<file path="src/rtl/spf_pkg.sv">
// Shared types for the adaptive sequential prefetcher.
package spf_pkg;

    // Restart policy codes presented on the mode input.
    typedef enum logic [1:0] {
        MODE_AGGR = 2'd0,
        MODE_MISS = 2'd1,
        MODE_DISC = 2'd2,
        MODE_RSVD = 2'd3
    } spf_mode_e;

    // Control phases of the prefetcher.
    typedef enum logic [1:0] {
        ST_IDLE   = 2'd0,
        ST_ISSUE  = 2'd1,
        ST_LISTEN = 2'd2,
        ST_WAIT   = 2'd3
    } spf_state_e;

endpackage

</file>
<file path="src/rtl/spf_issuer.sv">
// Issue sequencer: on start, emits base+1 .. base+win one per accepted handshake.
// Stops early at the top of the address space. Assumes win is stable while
// active and that start is only pulsed when the sequencer is idle.
module spf_issuer #(
    parameter int ADDR_W = 16,
    parameter int WIN_W  = 4
) (
    input  logic              clk,
    input  logic              rst_n,
    input  logic              start,
    input  logic [ADDR_W-1:0] start_base,
    input  logic [WIN_W-1:0]  win,
    input  logic              pf_ready,
    output logic              pf_valid,
    output logic [ADDR_W-1:0] pf_addr
);
    localparam int EXT_W = ADDR_W + 1;

    logic              active_q;
    logic [ADDR_W-1:0] base_q;
    logic [WIN_W-1:0]  off_q;
    logic [EXT_W-1:0]  cur_ext;
    logic [EXT_W-1:0]  nxt_ext;

    // Current and following candidate address, one bit wider to see overflow.
    always_comb begin
        cur_ext = {1'b0, base_q} + EXT_W'(off_q);
        nxt_ext = cur_ext + EXT_W'(1);
    end

    assign pf_valid = active_q;
    assign pf_addr  = cur_ext[ADDR_W-1:0];

    // Advance the offset on each accepted request; finish at win or at the top.
    always_ff @(posedge clk) begin
        if (!rst_n) begin
            active_q <= 1'b0;
            base_q   <= '0;
            off_q    <= '0;
        end else if (start) begin
            base_q   <= start_base;
            off_q    <= WIN_W'(1);
            active_q <= (start_base != '1);
        end else if (active_q && pf_ready) begin
            if ((off_q >= win) || nxt_ext[ADDR_W]) begin
                active_q <= 1'b0;
            end else begin
                off_q <= off_q + WIN_W'(1);
            end
        end
    end
endmodule

</file>
<file path="src/rtl/spf_window.sv">
// Window scorer: holds the window size and lock counter and applies the
// shrink / hold / grow rule on each evaluation. While load is high the window
// follows the clamped initial value.
module spf_window #(
    parameter int MAX_WIN = 12,
    parameter int WIN_W   = 4,
    parameter int LOCK_W  = 4
) (
    input  logic              clk,
    input  logic              rst_n,
    input  logic              load,
    input  logic [WIN_W-1:0]  init_win,
    input  logic              eval,
    input  logic              pass,
    input  logic [LOCK_W-1:0] lock_lim,
    output logic [WIN_W-1:0]  win
);
    localparam logic [WIN_W-1:0] WMAX = WIN_W'(MAX_WIN);

    logic [WIN_W-1:0]  win_q;
    logic [LOCK_W-1:0] lock_q;
    logic [WIN_W-1:0]  init_clamped;
    logic [LOCK_W:0]   lock_inc;
    logic [LOCK_W:0]   lim_eff;

    // Clamp the configured start size and normalise a zero lock limit.
    always_comb begin
        if (init_win == '0)       init_clamped = WIN_W'(1);
        else if (init_win > WMAX) init_clamped = WMAX;
        else                      init_clamped = init_win;
        lock_inc = {1'b0, lock_q} + (LOCK_W+1)'(1);
        lim_eff  = (lock_lim == '0) ? (LOCK_W+1)'(1) : {1'b0, lock_lim};
    end

    assign win = win_q;

    // Apply the adaptation rule at the end of each listening phase.
    always_ff @(posedge clk) begin
        if (!rst_n) begin
            win_q  <= WIN_W'(1);
            lock_q <= '0;
        end else if (load) begin
            win_q  <= init_clamped;
            lock_q <= '0;
        end else if (eval) begin
            if (pass) begin
                if (lock_inc >= lim_eff) begin
                    lock_q <= '0;
                    if (win_q < WMAX) win_q <= win_q + WIN_W'(1);
                end else begin
                    lock_q <= lock_inc[LOCK_W-1:0];
                end
            end else begin
                lock_q <= '0;
                if (win_q > WIN_W'(1)) win_q <= win_q - WIN_W'(1);
            end
        end
    end
endmodule

</file>
<file path="src/rtl/seq_prefetch_adapt.sv">
// Adaptive window sequential prefetcher top. Tracks issue / listen / wait
// phases, scores references against the last window and selects the restart
// policy from the mode input. Assumes one reference per cycle at most.
module seq_prefetch_adapt #(
    parameter int ADDR_W  = 16,
    parameter int MAX_WIN = 12,
    parameter int LOCK_W  = 4,
    parameter int WIN_W   = $clog2(MAX_WIN + 1)
) (
    input  logic              clk,
    input  logic              rst_n,
    input  logic              ref_valid,
    input  logic [ADDR_W-1:0] ref_addr,
    input  logic              ref_hit,
    input  logic [1:0]        mode,
    input  logic [WIN_W-1:0]  cfg_init_win,
    input  logic [WIN_W-1:0]  cfg_thresh,
    input  logic [LOCK_W-1:0] cfg_lock,
    output logic              pf_valid,
    input  logic              pf_ready,
    output logic [ADDR_W-1:0] pf_addr
);
    import spf_pkg::*;

    localparam int EXT_W = ADDR_W + 1;

    spf_state_e        st_q;
    logic [ADDR_W-1:0] base_q;
    logic [WIN_W-1:0]  seen_q;
    logic [WIN_W-1:0]  good_q;
    logic [WIN_W-1:0]  cur_win;

    logic       listen_ev, in_win, disc_abort, relevant;
    logic       eval, pass, restart, to_wait;
    logic [WIN_W-1:0] seen_nx, good_nx, score;
    logic [EXT_W-1:0] top_ext;

    // Classify the current reference against the window and mode.
    always_comb begin
        top_ext    = {1'b0, base_q} + EXT_W'(cur_win);
        in_win     = (ref_addr > base_q) && ({1'b0, ref_addr} <= top_ext);
        listen_ev  = (st_q == ST_LISTEN) && ref_valid;
        disc_abort = (spf_mode_e'(mode) == MODE_DISC) && !ref_hit;
        relevant   = (spf_mode_e'(mode) == MODE_DISC) ? ref_hit : 1'b1;
        seen_nx    = seen_q + WIN_W'(1);
        good_nx    = good_q + WIN_W'(in_win);
        eval       = listen_ev && (disc_abort || (relevant && (seen_nx == cur_win)));
        score      = disc_abort ? good_q : good_nx;
        pass       = score >= cfg_thresh;
    end

    // Decide whether this reference starts a window or parks the block.
    always_comb begin
        restart = 1'b0;
        to_wait = 1'b0;
        if ((st_q == ST_IDLE || st_q == ST_WAIT) && ref_valid && !ref_hit) begin
            restart = 1'b1;
        end else if (eval) begin
            if (disc_abort || spf_mode_e'(mode) == MODE_AGGR ||
                spf_mode_e'(mode) == MODE_RSVD) begin
                restart = 1'b1;
            end else begin
                to_wait = 1'b1;
            end
        end
    end

    // Phase register, window base and listening counters.
    always_ff @(posedge clk) begin
        if (!rst_n) begin
            st_q   <= ST_IDLE;
            base_q <= '0;
            seen_q <= '0;
            good_q <= '0;
        end else if (restart) begin
            st_q   <= ST_ISSUE;
            base_q <= ref_addr;
            seen_q <= '0;
            good_q <= '0;
        end else if (to_wait) begin
            st_q <= ST_WAIT;
        end else if (st_q == ST_ISSUE && !pf_valid) begin
            st_q <= ST_LISTEN;
        end else if (listen_ev && relevant) begin
            seen_q <= seen_nx;
            good_q <= good_nx;
        end
    end

    spf_window #(
        .MAX_WIN (MAX_WIN),
        .WIN_W   (WIN_W),
        .LOCK_W  (LOCK_W)
    ) u_window (
        .clk      (clk),
        .rst_n    (rst_n),
        .load     (st_q == ST_IDLE),
        .init_win (cfg_init_win),
        .eval     (eval),
        .pass     (pass),
        .lock_lim (cfg_lock),
        .win      (cur_win)
    );

    spf_issuer #(
        .ADDR_W (ADDR_W),
        .WIN_W  (WIN_W)
    ) u_issuer (
        .clk        (clk),
        .rst_n      (rst_n),
        .start      (restart),
        .start_base (ref_addr),
        .win        (cur_win),
        .pf_ready   (pf_ready),
        .pf_valid   (pf_valid),
        .pf_addr    (pf_addr)
    );
endmodule

</file>
<file path="config.mk">
export PLATFORM = sky130hd
export DESIGN_NAME = seq_prefetch_adapt
export DESIGN_NICKNAME = d
export VERILOG_FILES = /design/src/rtl/spf_pkg.sv /design/src/rtl/spf_issuer.sv /design/src/rtl/spf_window.sv /design/src/rtl/seq_prefetch_adapt.sv
export SDC_FILE = /design/constraint.sdc
export NUM_CORES = 1
export LEC_CHECK = 0
export BUFFER_PORTS_ARGS = -buffer_cell sky130_fd_sc_hd__buf_4
export CAP_MARGIN = 20
export CORE_MARGIN = 2
export CORE_UTILIZATION = 54
export DETAILED_ROUTE_END_ITERATION = 6
export PLACE_DENSITY = 0.87
export SETUP_SLACK_MARGIN = 0.4
export SYNTH_ARGS = -nofsm -noshare
export SYNTH_HDL_FRONTEND = slang
export SYNTH_SLANG_ARGS = --single-unit
</file>
<file path="constraint.sdc">
create_clock -name clk -period 5.1 [get_ports clk]
set_input_delay 0.255 -clock clk [delete_from_list [all_inputs] [get_ports clk]]
set_output_delay 0.255 -clock clk [all_outputs]
set_load 0.01 [all_outputs]
</file>
=== Yosys cells after proc, flatten, opt, wreduce, memory -nomap -nowiden ===
Index checks and enable logic that the tools add are counted.

* Register bits: 39
* Bits of input ports: 35
* Output and inout port bits: 17
* Logic and storage cells: 103

* Add/sub/neg operators: 9
* Order comparisons: 8
* Eq/ne operators: 10
* Muxes and demuxes: 28
* Bitwise logic cells: 4
* Reduce and logical (&&, ||, !) cells: 34

{| class="wikitable"
|+ Operators by type and width
! cell !! number
|-
| $mux W4 || 12
|-
| $add A16 B4 Y17 || 2
|-
| $add A17 B1 Y17 const B || 1
|-
| $le A16 B17 Y1 || 1
|-
| $gt A16 B16 Y1 || 1
|-
| $ne A16 B16 Y1 const B || 1
|-
| $mux W1 || 14
|-
| $add A4 B1 Y4 const B || 3
|-
| $logic_and A1 B1 Y1 || 10
|-
| $eq A2 B2 Y1 const B || 4
|-
| $ge A4 B4 Y1 || 2
|-
| $logic_not A4 Y1 || 2
|-
| $reduce_bool A2 Y1 || 4
|-
| $ne A3 B1 Y1 const B || 2
|-
| $reduce_and A2 Y1 || 3
|-
| $reduce_bool A3 Y1 || 2
|-
| $add A4 B1 Y5 const B || 1
|-
| $ge A5 B5 Y1 || 1
|-
| $logic_or A1 B1 Y1 || 5
|-
| $add A4 B1 Y4 || 1
|-
| $eq A4 B4 Y1 || 1
|-
| $gt A4 B1 Y1 const B || 1
|-
| $gt A4 B4 Y1 const B || 1
|-
| $logic_not A2 Y1 || 2
|-
| 10 further kinds || 16
|}

=== Depth between registers and ports, before layout ===
Gate-level depths: netlist of the first run.

* Word-level depth: 9
* Gate-level depth with buffers: 26
* Gate-level depth less buffers: 26

=== Cells and area by module ===
Synthesis of the first run repeated with hierarchy kept, for this count alone.

* Cell total of the unflattened synthesis: 556
* Area total of the unflattened synthesis: 4734.5 µm²

{| class="wikitable"
|+ By module, submodules not included
! module !! instances !! cells each !! area an instance (µm²) !! sequential area each (µm²)
|-
| seq_prefetch_adapt || 1 || 303 || 2508.7 || 520.5
|-
| spf_issuer || 1 || 165 || 1536.5 || 420.4
|-
| spf_window || 1 || 88 || 689.4 || 160.2
|}

=== Worst setup path after synthesis of the first run ===
No wires, ideal clock.

* Path kind: register -> register
* From: register u_window.win_q[0] (netlist: u_window.win[0])
* To: register u_window.win_q[3] (netlist: u_window.win[3])
* Library setup time: 0.120 ns
* Arrival time: 4.995 ns
* Required time: 4.980 ns
* Slack: -0.015 ns
* Cell stages (with the launch flop): 23
* Path buffers: 0
* Period minus slack after synthesis: 5.115 ns
* Path through: dfxtp_1 > ha_1 > fa_1 > a21o_1 > a21oi_1 > nor2_1 > xnor2_1 > ha_1 > a21o_1 > a2111oi_0 > nand4_1 > a2bb2oi_1 > ha_1 > and3_1 > nand2_1 > xnor2_1 > ha_1 > a21oi_1 > o21ai_1 > or4_1 > a2111oi_4 > xnor2_1 > a21oi_1

* Word-level cells in the longest chain between the ends: 9
* Elaborated cells between the ends (all ways): 25
* Classes of those cells: add/sub: 4; order compare: 4; eq/ne: 3; mux: 7; reduce/logical: 7

{| class="wikitable"
|+ RTL lines
! element !! RTL line !! source
|-
| start, declared || spf_window.sv:20 || <nowiki>logic [WIN_W-1:0] win_q;</nowiki>
|-
| start signal, assigned || spf_window.sv:43 || <nowiki>win_q <= init_clamped;</nowiki>
|-
| start signal, assigned || spf_window.sv:49 || <nowiki>if (win_q < WMAX) win_q <= win_q + WIN_W'(1);</nowiki>
|-
| start signal, assigned || spf_window.sv:55 || <nowiki>if (win_q > WIN_W'(1)) win_q <= win_q - WIN_W'(1);</nowiki>
|-
| $add A16 B4 Y17 || seq_prefetch_adapt.sv:40 || <nowiki>top_ext = {1'b0, base_q} + EXT_W'(cur_win);</nowiki>
|-
| $le A16 B17 Y1 || seq_prefetch_adapt.sv:41 || <nowiki>in_win = (ref_addr > base_q) && ({1'b0, ref_addr} <= top_ext);</nowiki>
|-
| $logic_and A1 B1 Y1 || seq_prefetch_adapt.sv:41 ||
|-
| $add A4 B1 Y4 || seq_prefetch_adapt.sv:46 || <nowiki>good_nx = good_q + WIN_W'(in_win);</nowiki>
|-
| $mux W4 || seq_prefetch_adapt.sv:48 || <nowiki>score = disc_abort ? good_q : good_nx;</nowiki>
|-
| $ge A4 B4 Y1 || seq_prefetch_adapt.sv:49 || <nowiki>pass = score >= cfg_thresh;</nowiki>
|-
| $mux W4 || spf_window.sv:46 || <nowiki>if (pass) begin</nowiki>
|-
| $mux W4 || spf_window.sv:45 || <nowiki>end else if (eval) begin</nowiki>
|-
| $mux W4 || spf_window.sv:42 || <nowiki>end else if (load) begin</nowiki>
|}

Several ways; a longest one is shown, not always the timed one. The select of a mux whose other input is x is not followed.
A chain may end at the register's enable or synchronous reset.

=== Worst setup path after layout of the first run ===
* From: register u_window.win_q[0] (netlist: u_window.win[0])
* To: register u_window.win_q[1] (netlist: u_window.win[1])

Same word-level chain as after synthesis.

==> results.yml, run 1 <==
place:
  placed_cells: 631
  dpl.hpwl_mm: 8.66
  finalWeightedCongestion: 0.998
  port-buffer-count: 51
  dp_worst_setup_slack_ns: -0.111
  place_area_mm2: 0.00450
detailed_routing:
  num_vias: 4061
  wl_per_cell_um: 19.4
  routed_wl_mm: 12.8
  ant_nets: 0
  first_pass_iters: 5
  drtIter0Drc: 214
  drc: 0
  via_per_inst: 6.14
critical_path:
  cpPeakStageDelay_ns: 0.34
  required_ns: 5.27
  reg2reg_from: "u_window.win[0]$_SDFFE_PN1P_"
  cp_common_cell: "buf_6"
  worstSetupStartpoint: "u_window.win[0]$_SDFFE_PN1P_"
  crit_type: "register to register"
  worstPathArrival_ns: 5.45
  slowest_stage: "dfxtp_2"
  cp-start-kind: "register"
  end_kind: "register"
  cp_max_fo: 5
timing:
  setup_tns_ns: -0.266
  drv_slew: 0
  hold_viol_final: 0
  timing.fmax_ghz: 0.190
  slew_headroom_pct: 49.6
  finClkSkew_ns: 0.00912
  period_needed_ns: 5.28
  setup_viol: 3
  grt_setup_unrepaired: "yes"
  hold_ws_ns: 0.221
  setup_ws_ns: -0.176
  post-route-period-util_pct: 103
  worstMarginPinSlew_ns: 0.755
cells_and_area:
  final_common_cell: "buf_4"
  num_antenna_cells: 0
  postLayoutCoreUtil_pct: 70.8
  final_cells: 661
  drive_above_1_share_pct: 26.7
  final_cell_mix: "buf_4, ha_1, nor2_1"
  syn_to_final_growth_pct: 29.4
  multi_input_area_mm2: 0.00319
  ff_latch_area_um2: 792
  nets: 661
  fin_area_mm2: 0.00505
  nFillCells: 528
cts:
  clock-sinks: 39
  cts_hold_buf: 0
  cts_htree_levels: 2
  cts.path.max_buffers: 2
  cts_buffers: 5
  clk_pin_slew_ns: 0.09
  cts_tree: "yes"
  cts_root_buf: "clkbuf_8"
  clock_latency_ns: 0.31
power:
  vdd_drop_max_uv: 214
  power.total_mw: 1.07
  power_frac_seq_pct: 33.2
  p_leak_nw: 2.17
  switching_share_pct: 36.9
  clockPowerShare_pct: 25.8
  combPwrFrac_pct: 41.0
  power_density_mw_per_mm2: 211
  internal_power_uw: 672
  power_switching_uw: 393
yosys:
  ys_async_sr_fraction_pct: 0
  syn_avg_cell_area_um2: 8.09
  synth_top_cells_by_area: "ha_1, dfxtp_1, xnor2_1"
  ys_warn_count: 0
  dominantRegCellSynth: "dfxtp_1"
  synth_area_leader_cell: "ha_1"
  ys_seq_area_share_pct: 20.0
  syn-cell-area_mm2: 0.00391
  synth_edf_count: 0
  yosysUniqueCellTypes: 57
  synth-seq-cells: 39
  synthCells: 483
  synth_top_area_share_pct: 20.2
  synth_fp_nets: 583
floorplanning:
  dieArea_mm2: 0.00793
  die_x_um: 89.1
  core_mm2: 0.00714
  start_util_pct: 54.7
  die_h_um: 89.1
  fp-row-count: 31
  ioPinCount: 52
run_status:
  violations: "negative setup slack"
  status: "finished with violations"
global_routing:
  grt_antenna_before_repair: 0
  grtUsageTotal_pct: 30.3
  grt_max_degree: 22
  grt_pass1_vias: 3921
  grt_overflow: 0
  grt_first_pass_wirelength_mm: 18.6
worst_hold_path:
  min_path_type: "input port to register"
  min_from: "ref_addr[10]"
run:
  maxCapViolCount: 0
final cells by class:
class | instances | share of cell area, %
repair buffers | 86 | 13.7
flip-flops and latches | 39 | 15.7
multi-input cells | 390 | 63.1
well taps | 99 | 2.45
clock buffers | 5 | 1.36
inverters | 39 | 2.90
clock inverters | 3 | 0.866
path summary, 6_finish.rpt:
| path | cells past startpoint | endpoint | slack [ns] |
|---|---|---|---|
| worst max-delay path | 28 | u_window.win[1]$_SDFFE_PN0P_ | -0.18 |
| worst min register to register | 2 | u_window.lock_q[1]$_SDFFE_PP0P_ | 0.50 |
| worst max register to register | 28 | u_window.win[1]$_SDFFE_PN0P_ | -0.18 |
| worst min-delay path | 3 | u_issuer.base_q[10]$_SDFFE_PN0P_ | 0.22 |
registers in the layout, summed over array words and instances (netlist names):
| register | cells |
|---|---|
| u_issuer.base_q | 16 |
| good_q | 4 |
| seen_q | 4 |
| u_issuer.off_q | 4 |
| u_window.lock_q | 4 |
| u_window.win | 4 |
| st_q | 2 |
| u_issuer.pf_valid | 1 |
critical path, delay by kind of cell (launching register included):
family	cells	cell delay (ns)
buffers and inverters	5	0.65
multiplexers	1	0.28
flip-flops	1	0.34
AO/OA/AOI/OAI	7	1.47
adder cells (fa/ha/maj)	5	1.38
XOR/XNOR	2	0.27
AND/OR/NAND/NOR	8	0.72
Yosys cell counts (10+ instances only):
master	number
xnor2_1	35
nand2_1	27
mux2i_1	21
nand4_1	16
nor3_1	10
nand3_1	16
ha_1	63
o21ai_0	26
inv_1	39
a21oi_1	27
nor2_1	51
dfxtp_1	39
per-layer routing:
metal	routed length (um)	up-vias	global-route usage [%]	share of wire, %
li1	-	1883	-	-
met1	4720	1888	34.5	37
met2	6530	207	55.9	51
met3	781	83	4.34	6.1
met4	799	0	13.6	6.2
met5	0	-	0	0
kinds of logic after synthesis:
kind of cell | share of synthesized area (%)
and+or+nand+nor | 20.8
buffers and inverters | 5.67
xor gates and xnor gates | 10.4
AOI/OAI and AO/OA | 16.5
DFF | 20.0
adders and majority gates | 21.2
muxes | 5.38
timing repair:
action                                  in CTS  in global routing
gates resized for setup                     27                 29
gates cloned                                 0                  0
buffers inserted                            14                  8
endpoints found under the setup margin       8                  8
pin swaps                                   14                 20
power groups by stage:
| stage | sequential [mW] | combinational, mW | clock (mW) |
|---|---|---|---|
| 3_5_place_dp | 0.357 | 0.364 | 0 |
| 6_report | 0.353 | 0.437 | 0.275 |
| 2_1_floorplan | 0.349 | 0.242 | 0 |
| 3_3_place_gp | 0.356 | 0.348 | 0 |
| 4_1_cts | 0.350 | 0.391 | 0.274 |
| 5_1_grt | 0.355 | 0.471 | 0.287 |
No activity file was read; power rests on OpenSTA's default activity.
==> run 2: changes to the inputs <==
--- a/config.mk
+++ b/config.mk
@@ -7,7 +7,7 @@
 export LEC_CHECK = 0
 export BUFFER_PORTS_ARGS = -buffer_cell sky130_fd_sc_hd__buf_4
 export CAP_MARGIN = 20
-export CORE_MARGIN = 2
+export CORE_MARGIN = 4
 export CORE_UTILIZATION = 54
 export DETAILED_ROUTE_END_ITERATION = 6
 export PLACE_DENSITY = 0.87
==> results.yml, run 2 (synthesized netlist as in run 1, its figures left out) <==
global_routing:
  grt_first_pass_wirelength_mm: 19.3
  grt_busiest_layer: "met2"
  grt_overflow: 0
  grtUsageTotal_pct: 27.6
  grt_max_degree: 21
  use_met3_pct: 4.83
  met1_usage_pct: 29.1
  grt_pass1_vias: 4170
  grt_antenna_before_repair: 0
  use_met2_pct: 50.3
cells_and_area:
  regMostFlops: "u_issuer.base_q"
  final_cell_mix: "buf_4, ha_1, nor2_1"
  nets: 666
  final_common_cell: "buf_4"
  fin_area_mm2: 0.00495
  syn_to_final_growth_pct: 26.6
  drive_above_1_share_pct: 25.2
  final_cells: 663
  largest_reg_flops: 16
  num_antenna_cells: 0
cts:
  clock-sinks: 39
  cts_htree_levels: 2
  cts_root_buf: "clkbuf_8"
  clk_pin_slew_ns: 0.10
  cts_buffers: 5
  clock_latency_ns: 0.31
  cts_hold_buf: 0
  cts_tree: "yes"
  cts.path.max_buffers: 2
timing:
  setup_viol: 0
  timing.fmax_ghz: 0.197
  period_needed_ns: 5.08
  slew_headroom_pct: 47.1
  hold_viol_final: 0
  drv_slew: 0
  grt_setup_unrepaired: "yes"
  finClkSkew_ns: 0.0128
  worstMarginPinSlew_ns: 0.792
  post-route-period-util_pct: 99.7
detailed_routing:
  wl_per_cell_um: 18.0
  ant_nets: 0
  routed_wl_mm: 11.9
  drtIter0Drc: 196
  num_vias: 4014
  drc: 0
  first_pass_iters: 5
  via_per_inst: 6.05
place:
  dpl.hpwl_mm: 8.74
  port-buffer-count: 51
  finalWeightedCongestion: 1.02
  place_area_mm2: 0.00451
  placed_cells: 630
power:
  vdd_drop_max_uv: 177
  p_leak_nw: 2.14
  power_density_mw_per_mm2: 206
critical_path:
  required_ns: 5.30
  worstSetupStartpoint: "u_issuer.base_q[0]$_SDFFE_PN0P_"
  end_kind: "register"
  critPathTopFamily: "compound AO/OA/AOI/OAI gates"
  cp_max_fo: 6
  cpPeakStageDelay_ns: 0.44
  crit_type: "register to register"
  slowest_stage: "or4_4"
  reg2reg_from: "u_issuer.base_q[0]$_SDFFE_PN0P_"
  cp_common_cell: "xnor2_1"
  worstPathArrival_ns: 5.28
  cp-start-kind: "register"
  path_buf_inv: 0
  crit_chain: "ha_4, fa_2, a21o_1, a21oi_4, nor2_2, xnor2_1, ha_1, a21o_1, a2111oi_4, nand4_1, a2bb2oi_2, ha_2, and3_4, nand2_2, xnor2_1, ha_1, a21oi_2, o21ai_4, or4_4, a2111oi_4, xnor2_1, a21oi_1"
run_status:
  status: "finished, final reports clean"
worst_hold_path:
  min_path_type: "input port to register"
  min_from: "ref_addr[14]"
floorplanning:
  dieArea_mm2: 0.00866
  die_x_um: 93.1
  ioPinCount: 52
  fp-row-count: 30
  core_mm2: 0.00691
  start_util_pct: 56.6
  die_h_um: 93.1
run:
  maxCapViolCount: 0
## run 2: changes by cell type in the layout (fill, tap and decap cells not counted), sizes merged
cell / previous run / this run
clkinv: 2 / 1
bufinv: 1 / 0
clkinvlp: 0 / 1
clkbuf: 5 / 6
buf: 86 / 91
## run 2: path summary, 6_finish.rpt
check             depth (start not counted)  slack [ns]                          endpoint
setup / recovery                         22        0.02      u_window.win[3]$_SDFFE_PN0P_
hold / removal                            3        0.21  u_issuer.base_q[14]$_SDFFE_PN0P_
setup reg to reg                         22        0.02      u_window.win[3]$_SDFFE_PN0P_
hold reg to reg                           2        0.48              st_q[0]$_SDFFE_PN0P_
## run 2: timing repair
item | 4_1_cts | 5_1_grt
setup buffers | 21 | 4
cloned | 0 | 0
setup endpoints to repair | 8 | 8
pin swaps | 20 | 13
resized for setup | 19 | 14
## run 2: layer usage
layer / vias to the layer above / wire length (um)
li1: 1887 / -
met1: 1870 / 4430
met2: 189 / 6020
met3: 68 / 657
met4: 0 / 809
met5: - / 0
## run 2: metrics by stage
step	hold slack (ns)	setup TNS (ns)	power, mW	utilization, %	setup slack [ns]
4_1_cts	0.214	0	0.990	70.1	0.188
2_1_floorplan	0.393	0	0.591	-	0.403
3_3_place_gp	0.463	0	0.706	65.3	0.188
5_1_grt	0.237	-0.486	1.07	71.6	-0.193
6_report	0.213	0	1.02	71.6	0.0165
3_5_place_dp	0.477	-0.0234	0.723	65.3	-0.0234
## run 2: worst reg2reg max path, delay by kind of cell, from the launching register on
| kind | cells | cell delay (ns) |
|---|---|---|
| AO/OA/AOI/OAI | 9 | 1.90 |
| XOR/XNOR | 3 | 0.43 |
| adder cells (fa/ha/maj) | 5 | 1.39 |
| flip-flops | 1 | 0.35 |
| AND/OR/NAND/NOR | 5 | 0.90 |
## run 2: power breakdown
group	internal, mW	total (mW)	switching (mW)
combinational	0.197	0.424	0.227
sequential	0.325	0.348	0.0233
clock	0.111	0.245	0.134
## run 2: layout make-up
type                       count  area, um2
inverter                      39        146
clock inverter                 2       16.3
sequential                    39        791
timing repair buffer          91        687
clock buffer                   6       82.6
tap                           96        120
multi-input combinational    390       3100
fill                         533       1960
